==> src/rtl/esp_pkg.sv <==
package esp_pkg;

  // strobes from control to datapath
  typedef struct packed {
    logic capture;  // latch address, direction and data of an accepted strobe
    logic commit;   // acknowledged write: update register
    logic load;     // acknowledged read: drive read data
  } dpCtrl_t;

  typedef enum logic [1:0] {
    TERM_NONE   = 2'd0,
    TERM_NORMAL = 2'd1,
    TERM_RETRY  = 2'd2,
    TERM_ERROR  = 2'd3
  } termCode_e;

endpackage

==> src/rtl/esp_datapath.sv <==
module esp_datapath
  import esp_pkg::*;
#(
  parameter int ADDR_W = 16,
  parameter int DATA_W = 32,
  parameter int REG_COUNT = 8,
  parameter logic [ADDR_W-1:0] WIN_BASE = 16'h4000,
  parameter logic [REG_COUNT-1:0] RO_MASK = 8'h81,
  parameter logic [DATA_W-1:0] RESET_BASE = 32'h5A00_0000
) (
  input  logic              clk,
  input  logic              rstN,
  input  dpCtrl_t           ctrl,
  input  logic [ADDR_W-1:0] busAddr,
  input  logic              busWrite,
  input  logic [DATA_W-1:0] busWdata,
  output logic              inWindow,
  output logic              reqMisaligned,
  output logic              reqRoHit,
  output logic              reqWrite,
  output logic [DATA_W-1:0] rdData
);
  localparam int IDX_W = (REG_COUNT > 1) ? $clog2(REG_COUNT) : 1;
  localparam int WIN_LSB = IDX_W + 2;

  logic [IDX_W-1:0]  curIdx;
  logic [IDX_W-1:0]  reqIdx;
  logic [DATA_W-1:0] reqData;
  logic [DATA_W-1:0] regQ [REG_COUNT];

  assign curIdx   = busAddr[WIN_LSB-1:2];
  assign inWindow = (busAddr[ADDR_W-1:WIN_LSB] == WIN_BASE[ADDR_W-1:WIN_LSB]);

  // request capture
  always_ff @(posedge clk) begin
    if (!rstN) begin
      reqIdx        <= '0;
      reqData       <= '0;
      reqWrite      <= 1'b0;
      reqMisaligned <= 1'b0;
      reqRoHit      <= 1'b0;
    end else if (ctrl.capture) begin
      reqIdx        <= curIdx;
      reqData       <= busWdata;
      reqWrite      <= busWrite;
      reqMisaligned <= (busAddr[1:0] != 2'b00);
      reqRoHit      <= busWrite && RO_MASK[curIdx];
    end
  end

  // register array, one writable or fixed slot per index
  for (genvar i = 0; i < REG_COUNT; i++) begin : gSlot
    localparam logic [DATA_W-1:0] INIT = RESET_BASE + DATA_W'(i);
    if (RO_MASK[i]) begin : gFixed
      always_ff @(posedge clk) regQ[i] <= INIT;
      assert_ro_stable_R9: assert property (@(posedge clk) disable iff (!rstN)
        ##1 $stable(regQ[i]));
    end else begin : gRw
      always_ff @(posedge clk) begin
        if (!rstN) regQ[i] <= INIT;
        else if (ctrl.commit && reqIdx == IDX_W'(i)) regQ[i] <= reqData;
      end
    end
  end

  always_ff @(posedge clk) begin
    if (!rstN) rdData <= '0;
    else if (ctrl.load) rdData <= regQ[reqIdx];
  end

  // no write may commit for a request that carried an error condition
  assert_no_bad_commit_R4: assert property (@(posedge clk) disable iff (!rstN)
    ctrl.commit |-> (!reqMisaligned && !reqRoHit && reqWrite));

  // commit and load never together
  assert_commit_load_excl_R3: assert property (@(posedge clk) disable iff (!rstN)
    !(ctrl.commit && ctrl.load));

endmodule

==> src/rtl/esp_control.sv <==
module esp_control
  import esp_pkg::*;
(
  input  logic    clk,
  input  logic    rstN,
  input  logic    extMasterEn,
  input  logic    busStart,
  input  logic    busyIn,
  input  logic    inWindow,
  input  logic    reqMisaligned,
  input  logic    reqRoHit,
  input  logic    reqWrite,
  output dpCtrl_t ctrl,
  output logic    ackOut,
  output logic    errOut,
  output logic    retryOut,
  output logic    passThru
);
  logic pendQ;
  logic busyQ;
  logic accept;
  logic miss;
  logic selErr;
  logic selRetry;
  logic selAck;

  assign accept = !pendQ && busStart && extMasterEn && inWindow;
  assign miss   = !pendQ && busStart && extMasterEn && !inWindow;

  // fixed precedence: error, then retry, then acknowledge
  assign selErr   = pendQ && (reqMisaligned || reqRoHit);
  assign selRetry = pendQ && !selErr && busyQ;
  assign selAck   = pendQ && !selErr && !busyQ;

  always_comb begin
    ctrl         = '0;
    ctrl.capture = accept;
    ctrl.commit  = selAck && reqWrite;
    ctrl.load    = selAck && !reqWrite;
  end

  always_ff @(posedge clk) begin
    if (!rstN) begin
      pendQ    <= 1'b0;
      busyQ    <= 1'b0;
      ackOut   <= 1'b0;
      errOut   <= 1'b0;
      retryOut <= 1'b0;
      passThru <= 1'b0;
    end else begin
      pendQ    <= accept;
      if (accept) busyQ <= busyIn;
      ackOut   <= selAck;
      errOut   <= selErr;
      retryOut <= selRetry;
      passThru <= miss;
    end
  end

  assert_one_term_R6: assert property (@(posedge clk) disable iff (!rstN)
    $onehot0({ackOut, errOut, retryOut}));

  assert_err_pulse_R4: assert property (@(posedge clk) disable iff (!rstN)
    errOut |=> !errOut);

  assert_retry_pulse_R5: assert property (@(posedge clk) disable iff (!rstN)
    retryOut |=> !retryOut);

  assert_term_timing_R2: assert property (@(posedge clk) disable iff (!rstN)
    (!pendQ && busStart && extMasterEn && inWindow) |-> ##2 (ackOut || errOut || retryOut));

  assert_no_pass_on_term_R8: assert property (@(posedge clk) disable iff (!rstN)
    (ackOut || errOut || retryOut) |-> !passThru);

  assert_disabled_quiet_R1: assert property (@(posedge clk) disable iff (!rstN)
    (!extMasterEn && !pendQ) |=> !passThru);

endmodule

==> src/rtl/esp_monitor.sv <==
module esp_monitor
  import esp_pkg::*;
(
  input  logic      clk,
  input  logic      rstN,
  input  logic      seeAck,
  input  logic      seeRetry,
  input  logic      seeErr,
  output logic      monValid,
  output termCode_e monCode
);
  logic errPrevQ;
  logic errFresh;
  termCode_e nextCode;

  assign errFresh = seeErr && !errPrevQ;

  always_comb begin
    if (errFresh)      nextCode = TERM_ERROR;
    else if (seeRetry) nextCode = TERM_RETRY;
    else if (seeAck)   nextCode = TERM_NORMAL;
    else               nextCode = TERM_NONE;
  end

  always_ff @(posedge clk) begin
    if (!rstN) begin
      errPrevQ <= 1'b0;
      monValid <= 1'b0;
      monCode  <= TERM_NONE;
    end else begin
      errPrevQ <= seeErr;
      monValid <= (nextCode != TERM_NONE);
      monCode  <= nextCode;
    end
  end

  assert_valid_code_R10: assert property (@(posedge clk) disable iff (!rstN)
    monValid |-> (monCode != TERM_NONE));

  assert_retry_class_R10: assert property (@(posedge clk) disable iff (!rstN)
    (!seeErr && seeRetry) |=> (monValid && monCode == TERM_RETRY));

  assert_err_tail_R11: assert property (@(posedge clk) disable iff (!rstN)
    (seeErr && errPrevQ && !seeRetry && !seeAck) |=> !monValid);

endmodule

==> src/rtl/ext_slave_port.sv <==
module ext_slave_port
  import esp_pkg::*;
#(
  parameter int ADDR_W = 16,
  parameter int DATA_W = 32,
  parameter int REG_COUNT = 8,
  parameter logic [ADDR_W-1:0] WIN_BASE = 16'h4000,
  parameter logic [REG_COUNT-1:0] RO_MASK = 8'h81,
  parameter logic [DATA_W-1:0] RESET_BASE = 32'h5A00_0000
) (
  input  logic              clk,
  input  logic              rstN,
  input  logic              extMasterEn,
  input  logic              busStart,
  input  logic [ADDR_W-1:0] busAddr,
  input  logic              busWrite,
  input  logic [DATA_W-1:0] busWdata,
  input  logic              busyIn,
  output logic              ackOut,
  output logic              errOut,
  output logic              retryOut,
  output logic [DATA_W-1:0] rdData,
  output logic              passThru,
  input  logic              seeAck,
  input  logic              seeRetry,
  input  logic              seeErr,
  output logic              monValid,
  output logic [1:0]        monCode
);
  dpCtrl_t   ctrl;
  logic      inWindow;
  logic      reqMisaligned;
  logic      reqRoHit;
  logic      reqWrite;
  termCode_e monCodeE;

  esp_control u_ctrl (
    .clk(clk), .rstN(rstN), .extMasterEn(extMasterEn), .busStart(busStart),
    .busyIn(busyIn), .inWindow(inWindow), .reqMisaligned(reqMisaligned),
    .reqRoHit(reqRoHit), .reqWrite(reqWrite), .ctrl(ctrl), .ackOut(ackOut),
    .errOut(errOut), .retryOut(retryOut), .passThru(passThru)
  );

  esp_datapath #(
    .ADDR_W(ADDR_W), .DATA_W(DATA_W), .REG_COUNT(REG_COUNT),
    .WIN_BASE(WIN_BASE), .RO_MASK(RO_MASK), .RESET_BASE(RESET_BASE)
  ) u_dp (
    .clk(clk), .rstN(rstN), .ctrl(ctrl), .busAddr(busAddr), .busWrite(busWrite),
    .busWdata(busWdata), .inWindow(inWindow), .reqMisaligned(reqMisaligned),
    .reqRoHit(reqRoHit), .reqWrite(reqWrite), .rdData(rdData)
  );

  esp_monitor u_mon (
    .clk(clk), .rstN(rstN), .seeAck(seeAck), .seeRetry(seeRetry),
    .seeErr(seeErr), .monValid(monValid), .monCode(monCodeE)
  );

  assign monCode = monCodeE;

endmodule

==> config.mk <==
export PLATFORM = sky130hd
export DESIGN_NAME = ext_slave_port
export DESIGN_NICKNAME = d
export VERILOG_FILES = /design/src/rtl/esp_pkg.sv /design/src/rtl/esp_datapath.sv /design/src/rtl/esp_control.sv /design/src/rtl/esp_monitor.sv /design/src/rtl/ext_slave_port.sv
export SDC_FILE = /design/constraint.sdc
export NUM_CORES = 1
export LEC_CHECK = 0
export ABC_AREA = 0
export BUFFER_PORTS_ARGS = -buffer_cell sky130_fd_sc_hd__buf_2
export CORE_MARGIN = 2
export CORE_UTILIZATION = 40
export DETAILED_ROUTE_END_ITERATION = 12
export PLACE_DENSITY = 0.57
export SLEW_MARGIN = 20
export SYNTH_ARGS = -nofsm -noshare
export SYNTH_HDL_FRONTEND = slang
export SYNTH_HIERARCHICAL = 1
export SYNTH_SLANG_ARGS = --single-unit
==> constraint.sdc <==
create_clock -name clk -period 3.5 [get_ports clk]
set_input_delay 0.175 -clock clk [delete_from_list [all_inputs] [get_ports clk]]
set_output_delay 0.175 -clock clk [all_outputs]
set_load 0.05 [all_outputs]
==> flow_summary.ini <==
[yosys]
yosys_most_used_dff = edfxtp_1
synth_fp_nets = 972
ys_warn_count = 6
ys_seq_elements = 272
syn-cell-area_um2 = 11900
syn_inst = 915
synth_edf_count = 192
synth-seq-area-share = 0.621
avgSynthCellArea_um2 = 13.0
async_reset_ff_frac = 0
yosysUniqueCellTypes = 45

[timing]
hold_violations = 0
finalCritPeriodShare = 0.772
worst_slew_pin_slew_ns = 0.937
fmax_ghz = 0.370
setup_viol = 0
drv_slew = 0
rsz0062_at_grt = false
final.setup.worst_slack_ns = 0.798
relSlewSlack = 0.376
finalClockSkew_ns = 0.0138
min_period_ns = 2.70
holdWs_ns = 0.137

[clock_tree]
cts.sinks = 272
clk_pin_slew_ns = 0.06
clockBufferDepth = 3
cts-root-buf = clkbuf_16
h-tree-depth = 1
cts_setup_buffers = 0
cts-buffers-inserted = 31
clk_latency_ns = 0.56
cts_tree = built

[critical_path]
cp_data_arrival_time_ns = 3.12
path_class = flip-flop to flip-flop
startpoint_type = flip-flop
path_max_fanout = 42
cp_data_required_time_ns = 3.92
end_kind = flip-flop

[cells_and_area]
final_area_um2 = 14200
fin_util = 0.483
drive_above_1_share = 0.201
final_cell_mix = edfxtp_1, and2_1, buf_2
finalNetCount = 1103
final_common_cell = edfxtp_1
area_growth_pct = 19.8

[grt]
antenna_found_initial = 0
grt_pass1_wl_um = 43400
grt_max_degree = 48
grt_usage = 0.180
grt_pass1_vias = 7478
gr-total-overflow = 0

[route]
drcViolationCount = 0
drt-vias-per-instance = 5.09
via_count = 7437
initialDrtViolationCount = 495
wl_um = 27700
wl_per_cell_um = 19.0
ant_nets = 0
dr.pass1.iters = 5

[placed_design]
portBuffers = 95
place_area_um2 = 12800
dpl.hpwl_um = 16400
pre_cts_ws_ns = 0.785
gp_congestion = 0.757

[floorplanning]
die-area_um2 = 31000
rows = 63
die_h_um = 176
core_area_um2 = 29400
start_util = 0.403
io_pins = 96
die_w_um = 176

[power]
leakagePower_nw = 5.10
power_density_nw_per_um2 = 479
finalPower_mw = 6.79
irDropWorstVdd_mv = 0.391

[flow_run]
maxCapViolCount = 0

[status]
outcome = completed

[min_path]
hold_class = primary input to flip-flop
==> kinds of logic after synthesis <==
logic type | after synthesis | share of synthesized area
flip-flops | 272 | 0.621
multiplexers | 100 | 0.0942
AND/OR/NAND/NOR | 356 | 0.182
AO/OA/AOI/OAI | 92 | 0.0631
buffers and inverters | 95 | 0.0389
==> state kept, by name, summed over array words and instances, names as in the netlist, 2 cells and up <==
name,flops
u_dp/regQ,192
u_dp/rdData,32
u_dp/reqData,32
u_mon/monCode,2
u_dp/reqIdx,3
==> final timing paths <==
path | start | to | slack (ns) | cells past startpoint
min reg2reg | u_dp/rdData[12] | u_dp/rdData[12] | 0.46 | 2
min | rstN | u_dp/rdData[28] | 0.14 | 3
max | u_dp/reqIdx[2] | u_dp/regQ[4][31] | 0.80 | 4
max reg2reg | u_dp/reqIdx[2] | u_dp/regQ[4][31] | 0.80 | 4
==> power breakdown <==
group	internal (mW)	total, mW	switching, mW	leakage (nW)
registers	3.51	3.54	0.0210	2.45
logic	0.0987	0.213	0.115	2.18
clock network	1.81	3.05	1.24	0.468
==> worst max-delay path: stages, from the launching register on <==
cell and delay, ns:
dfxtp_2 0.93, nand3_2 0.51, nor3_4 0.56, buf_4 0.37, and2_1 0.17
==> synthesized netlist by cell type, drive strengths merged (3+ instances only) <==
cell	number	area share
buf	27	0.017
a221o	25	0.021
nand2	31	0.0098
o21ai	13	0.0055
mux2i	71	0.060
nor2	20	0.0072
nand3b	26	0.017
nand3	27	0.012
and2	165	0.087
o22ai	3	0.0016
edfxtp	192	0.49
a211o	4	0.0030
o221ai	29	0.021
nand2b	10	0.0059
clkbuf	43	0.014
mux2	29	0.034
inv	25	0.0079
a21oi	4	0.0017
o21a	3	0.0019
or3	29	0.015
dfxtp	80	0.14
a31oi	4	0.0021
nor2b	40	0.022
==> per-layer routing <==
metal  GRT usage  wire [um]  part of all wire
met1       0.248      12800              0.46
met2       0.295      13000              0.47
met3      0.0310       1400             0.051
met4      0.0441        505             0.018
met5           0          0                 0
==> through the flow <==
stage          std cells  TNS (ns)
2_1_floorplan        915    -22.46
3_3_place_gp        1357         0
3_5_place_dp        1357         0
4_1_cts             1461         0
5_1_grt             1461         0
6_report            1462         0
==> layout make-up <==
type	count	area, um^2
fill	2645	15200
sequential	272	7370
multi-input combinational	548	4110
timing repair buffer	168	1170
clock buffer	54	943
tap	390	488
inverter	25	93.8
clock inverter	4	21.3
antenna	1	2.50
==> what timing repair did <==
action | 4_1_cts | 5_1_grt
gates resized for setup | 0 | 0
hold endpoints to repair | 43 | 0
hold buffers | 46 | 0
(Power assumes the default switching activity.)
